**config.mk**
```make
export PLATFORM = sky130hd
export DESIGN_NAME = supply_cascade_seq
export DESIGN_NICKNAME = d
export VERILOG_FILES = /design/src/rtl/cas_pkg.sv /design/src/rtl/cas_sync.sv /design/src/rtl/cas_timer.sv /design/src/rtl/cas_stage_fsm.sv /design/src/rtl/supply_cascade_seq.sv
export SDC_FILE = /design/constraint.sdc
export NUM_CORES = 1
export LEC_CHECK = 0
export ABC_AREA = 1
export BUFFER_PORTS_ARGS = -buffer_cell sky130_fd_sc_hd__buf_2
export CELL_PAD_IN_SITES_DETAIL_PLACEMENT = 2
export CELL_PAD_IN_SITES_GLOBAL_PLACEMENT = 2
export CORE_ASPECT_RATIO = 1.1
export CORE_UTILIZATION = 32
export DETAILED_ROUTE_END_ITERATION = 8
export PLACE_DENSITY_LB_ADDON = 0.1
export SLEW_MARGIN = 20
export SYNTH_ARGS = -nofsm -noshare
export SYNTH_HDL_FRONTEND = slang
export SYNTH_HIERARCHICAL = 1
export SYNTH_SLANG_ARGS = --single-unit
```
**constraint.sdc**
```tcl
create_clock -name clk -period 2.5 [get_ports clk]
set_input_delay 0 -clock clk [delete_from_list [all_inputs] [get_ports clk]]
set_output_delay 0 -clock clk [all_outputs]
set_load 0.02 [all_outputs]
```
**src/rtl/cas_pkg.sv**
```systemverilog
package cas_pkg;
  // Delay code to tick count: 00 none, 01 one unit, 10 two, 11 four.
  function automatic int unsigned code_to_ticks(input logic [1:0] code,
                                                input int unsigned unit);
    case (code)
      2'b00:   return 0;
      2'b01:   return unit;
      2'b10:   return 2 * unit;
      default: return 4 * unit;
    endcase
  endfunction
endpackage

```
**src/rtl/cas_sync.sv**
```systemverilog
module cas_sync #(
  parameter int W = 3
) (
  input  logic         clk,
  input  logic         rst_n,
  input  logic [W-1:0] d_async,
  output logic [W-1:0] q_sync
);
  logic [W-1:0] meta;

  for (genvar g = 0; g < W; g++) begin : g_bit
    always_ff @(posedge clk or negedge rst_n) begin
      if (!rst_n) begin
        meta[g]   <= 1'b0;
        q_sync[g] <= 1'b0;
      end else begin
        meta[g]   <= d_async[g];
        q_sync[g] <= meta[g];
      end
    end
  end
endmodule

```
**src/rtl/cas_timer.sv**
```systemverilog
module cas_timer #(
  parameter int CW = 7
) (
  input  logic          clk,
  input  logic          rst_n,
  input  logic          run,
  input  logic          tick,
  input  logic [CW-1:0] target,
  output logic          done
);
  logic [CW-1:0] cnt;

  assign done = run && (cnt >= target);

  always_ff @(posedge clk or negedge rst_n) begin
    if (!rst_n)              cnt <= '0;
    else if (!run)           cnt <= '0;
    else if (tick && !done)  cnt <= cnt + CW'(1);
  end
endmodule

```
**src/rtl/cas_stage_fsm.sv**
```systemverilog
module cas_stage_fsm #(
  parameter int STAGES = 3,
  localparam int IDXW  = $clog2(STAGES + 1)
) (
  input  logic              clk,
  input  logic              rst_n,
  input  logic              clr,
  input  logic              pause,
  input  logic [STAGES-1:0] vld,
  input  logic              tmr_done,
  output logic [IDXW-1:0]   stg,
  output logic              run,
  output logic              fire,
  output logic [STAGES-1:0] granted
);
  logic all_done, cur_vld, start;

  assign all_done = (stg == IDXW'(STAGES));

  always_comb begin
    cur_vld = 1'b0;
    for (int i = 0; i < STAGES; i++)
      if (stg == IDXW'(i)) cur_vld = vld[i];
  end

  assign start = !pause && !run && !all_done && cur_vld;
  assign fire  = !pause && run && tmr_done;

  always_ff @(posedge clk or negedge rst_n) begin
    if (!rst_n) begin
      stg <= '0;
      run <= 1'b0;
    end else if (clr) begin
      stg <= '0;
      run <= 1'b0;
    end else if (pause) begin
      run <= 1'b0;
    end else if (start) begin
      run <= 1'b1;
    end else if (fire) begin
      stg <= stg + IDXW'(1);
      run <= 1'b0;
    end
  end

  for (genvar g = 0; g < STAGES; g++) begin : g_grant
    always_ff @(posedge clk or negedge rst_n) begin
      if (!rst_n)                           granted[g] <= 1'b0;
      else if (clr)                         granted[g] <= 1'b0;
      else if (fire && stg == IDXW'(g))     granted[g] <= 1'b1;
    end
  end
endmodule

```
**src/rtl/supply_cascade_seq.sv**
```systemverilog
module supply_cascade_seq #(
  parameter int STAGES   = 3,
  parameter int DLY_UNIT = 25
) (
  input  logic                clk,
  input  logic                rst_n,
  input  logic                seq_clr,
  input  logic [STAGES-1:0]   supp_ok,
  input  logic                seq_off,
  input  logic [2*STAGES-1:0] dly_codes,
  input  logic                rst_hold,
  input  logic                tick_ms,
  output logic [STAGES-1:0]   pwr_en_n,
  output logic                tmr_busy
);
  localparam int CW   = $clog2(4 * DLY_UNIT + 1);
  localparam int IDXW = $clog2(STAGES + 1);

  logic [STAGES-1:0] ok_s;
  logic [STAGES-1:0] granted;
  logic [IDXW-1:0]   stg;
  logic [CW-1:0]     tgt [STAGES];
  logic [CW-1:0]     cur_tgt;
  logic              run, tmr_done, stg_fire, pause;

  assign pause = seq_off || rst_hold;

  cas_sync #(.W(STAGES)) u_sync (
    .clk(clk), .rst_n(rst_n), .d_async(supp_ok), .q_sync(ok_s)
  );

  for (genvar g = 0; g < STAGES; g++) begin : g_tgt
    assign tgt[g] = CW'(cas_pkg::code_to_ticks(dly_codes[2*g +: 2], DLY_UNIT));
  end

  always_comb begin
    cur_tgt = '0;
    for (int i = 0; i < STAGES; i++)
      if (stg == IDXW'(i)) cur_tgt = tgt[i];
  end

  cas_timer #(.CW(CW)) u_timer (
    .clk(clk), .rst_n(rst_n), .run(run), .tick(tick_ms),
    .target(cur_tgt), .done(tmr_done)
  );

  cas_stage_fsm #(.STAGES(STAGES)) u_fsm (
    .clk(clk), .rst_n(rst_n), .clr(seq_clr), .pause(pause), .vld(ok_s),
    .tmr_done(tmr_done), .stg(stg), .run(run), .fire(stg_fire),
    .granted(granted)
  );

  assign pwr_en_n = ~granted;
  assign tmr_busy = run;
endmodule

```
==> metrics <==
Starting Density=34.2%; RePlAce Congestion=0.791; initial antenna violation count=0; FILL cells=486; aggregate global-route resource usage=18.7%; vias per inst=4.68; status=finished, final reports clean; worst setup margin=0.160 ns; Slew Limit Headroom=69.5%; Fin. Hold Viols=0; Die Span X=65.0 µm; Clock transition at path regs=0.08 ns; Seq/Total Area, Yosys=34.1%; multiplexer share of the synthesized area=0%; CP Class=flop to flop; met1 GRT Util=20.5%; Final min period=2.34 ns; GRT met3 Usage=3.98%; CTS tree=done; FF-to-FF setup slack=0.16 ns; Slew @ Worst Pin=0.457 ns; via count of the first global-routing pass=1,406; synth top area cells=dfrtp_1, ha_1, nand2_1; worst path required time=2.70 ns; largest family of logic cells by synthesized area=simple AND/OR/NAND/NOR gates; crit-path cells=nor2_4 > buf_4 > nand2_1 > nand3_2 > inv_1 > ha_1 > nand2_1 > nor2_1 > nand2_1 > nand3_1 > nor2_2 > buf_4 > a21oi_4 > nand2_2 > nand2_2; Max-Cap Viols=0; Synth top cells by count=nand2_1, inv_1, ha_1; CTS Root Cell=clkbuf_8; Crit path buffers/inverters=3; fin util=42.9%; Nets=255; cell area after synthesis=1400 µm²; clk_skew=0.00747 ns; final WL=3950 µm; VDD IR max=297 µV; number of port buffers=18; Clk pwr share=34.8%; Pre-antenna DRT Iters=3; leading register cell type out of synthesis=dfrtp_1; met2 Resource Use GR=35.3%; count leader, synth=nand2_1; pins over their slew limit=0; Via Count=1,263; fmax=427 MHz; CP startpoint kind=flop; Setup WS pre-CTS=-0.0109 ns; most used cell, CP=nand2_1; synthesized flop and latch total=19; Netlist cell types=17; Post-synth EDFFs=0; I/O pins=19; H-tree depth=1; diode count=0; PwrDens=364 nW/µm²; global-route wire length before repair=6450 µm; Syn Inst Count=188; gr busiest metal=met2; post-route ant nets=0; area share of the largest cell type after synthesis=34.1%; syn_area_per_cell=7.43 µm²; die area=4630 µm²; final setup fails=0; switching pwr=173 µW; hold crit path type=input pin to flop; Power, Total=636 µW; Synth area leader=dfrtp_1; Pleak=0.000955 µW; Internal=464 µW; post-synthesis simple-gate area fraction=27.4%; DPL Wire Length=2950 µm; post-DR wirelength/cell=14.6 µm; combinational share of power=15.5%; Area Overhead vs Synth=25.4%; Worst setup EP type=flop; number of CTS-inserted buffers=3; CP Data Arrival Time=2.54 ns; worst skew pair latency=0.27 ns; Crit-path slowest cell=dfrtp_2; adder-cell share of the synthesized area=18.8%; Critical Path Max Stage Delay=0.50 ns; Detailed Route Iter0 Violations=30; # DRC=0; num rows=24; Synth Area in Compound Gates=4.21%; Core ar.=4080 µm²; hold_sp=tick_ms; Post-Synth XOR/XNOR Area=3.14%; critical-path maximum fanout=8; Synth Net Count=224; CTS Buffer Depth=2; share of cells above drive strength 1=22.9%; Net Sw Frac=27.2%; total gr overflow=0; synth warn=6; Die Y=71.3 µm; CP Launch Point=u_fsm/stg[1]; fin crit share=93.6%; Critical R2R Launch=u_fsm/stg[1]; sequential share of power=49.8%; Crit path max-delay family=simple AND/OR/NAND/NOR gates; Setup TNS=0 ns; largest net degree at the start of global routing=20; clk sinks=19; post-synthesis async set-or-reset flop share=100%
-- power groups by stage --
stage	Combinational, µW	Clock, µW	Sequential (µW)
3_3_place_gp	81.5	0	322
2_1_floorplan	48.1	0	322
3_5_place_dp	88.5	0	323
4_1_cts	95.3	228	317
6_report	98.4	221	317
5_1_grt	114	245	317
-- layout by cell type, fill, tap and decap left out, types with 7 or more instances in the layout --
cell type / n
buf_2: 18
nand3_1: 10
ha_1: 19
nor2_1: 9
dfrtp_1: 17
nand2_1: 46
nand4_1: 7
a21oi_1: 7
inv_1: 41
-- final timing paths --
path,to,depth (start not counted)
max,u_timer/cnt[5],15
min,u_timer/cnt[1],3
max reg2reg,u_timer/cnt[5],15
min reg2reg,u_sync/q_sync[1],0
max in group asynchronous,u_fsm/stg[1],2
min in group asynchronous,u_fsm/granted[0],2
-- registers in the layout, indices dropped and copies added (netlist names) --
name,count
u_fsm/run,1
u_fsm/granted,3
u_timer/cnt,7
u_sync/q_sync,3
u_sync/meta,3
u_fsm/stg,2
-- logic make-up after synthesis --
| logic type | Yosys count |
|---|---|
| adder cells (fa/ha/maj) | 21 |
| flip-flops | 19 |
| buffers and inverters | 46 |
| XOR/XNOR | 5 |
| AND/OR/NAND/NOR | 88 |
| AO/OA/AOI/OAI | 9 |
-- timing repair --
action / 4_1_cts / 5_1_grt
endpoints found under the hold margin: 27 / 0
hold buffers: 5 / 0
pin swaps: 0 / 7
gates resized for setup: 1 / 18
setup endpoints to repair: 4 / 13
buffers inserted: 0 / 4
-- per-layer routing --
metal  routed length [µm]  share of wire (%)
met1                 1630                 41
met2                 2150                 54
met3                   96                2.4
met4                   74                1.9
met5                    0                  0
-- area by class of cell --
cell class | count | area (µm²) | area share (%)
timing repair buffer | 28 | 178 | 10.2
tap | 52 | 65.1 | 3.72
multi-input combinational | 123 | 818 | 46.7
clock inverter | 1 | 5.00 | 0.286
inverter | 44 | 165 | 9.44
clock buffer | 3 | 41.3 | 2.36
sequential | 19 | 478 | 27.3
-- through the flow --
| stage | hold slack (ns) | cell area (µm²) | cells |
|---|---|---|---|
| 2_1_floorplan | -0.296 | 1400 | 188 |
| 3_3_place_gp | -0.0315 | 1550 | 257 |
| 3_5_place_dp | -0.0212 | 1550 | 257 |
| 4_1_cts | 0.0877 | 1650 | 266 |
| 5_1_grt | 0.101 | 1750 | 270 |
| 6_report | 0.0861 | 1750 | 270 |
-- worst min-delay path, cell delays in order --
cell,delay (ns)
buf_2,0.16
nand4_1,0.10
nand2_1,0.05
Note: power is estimated with default switching activity, not from simulation.
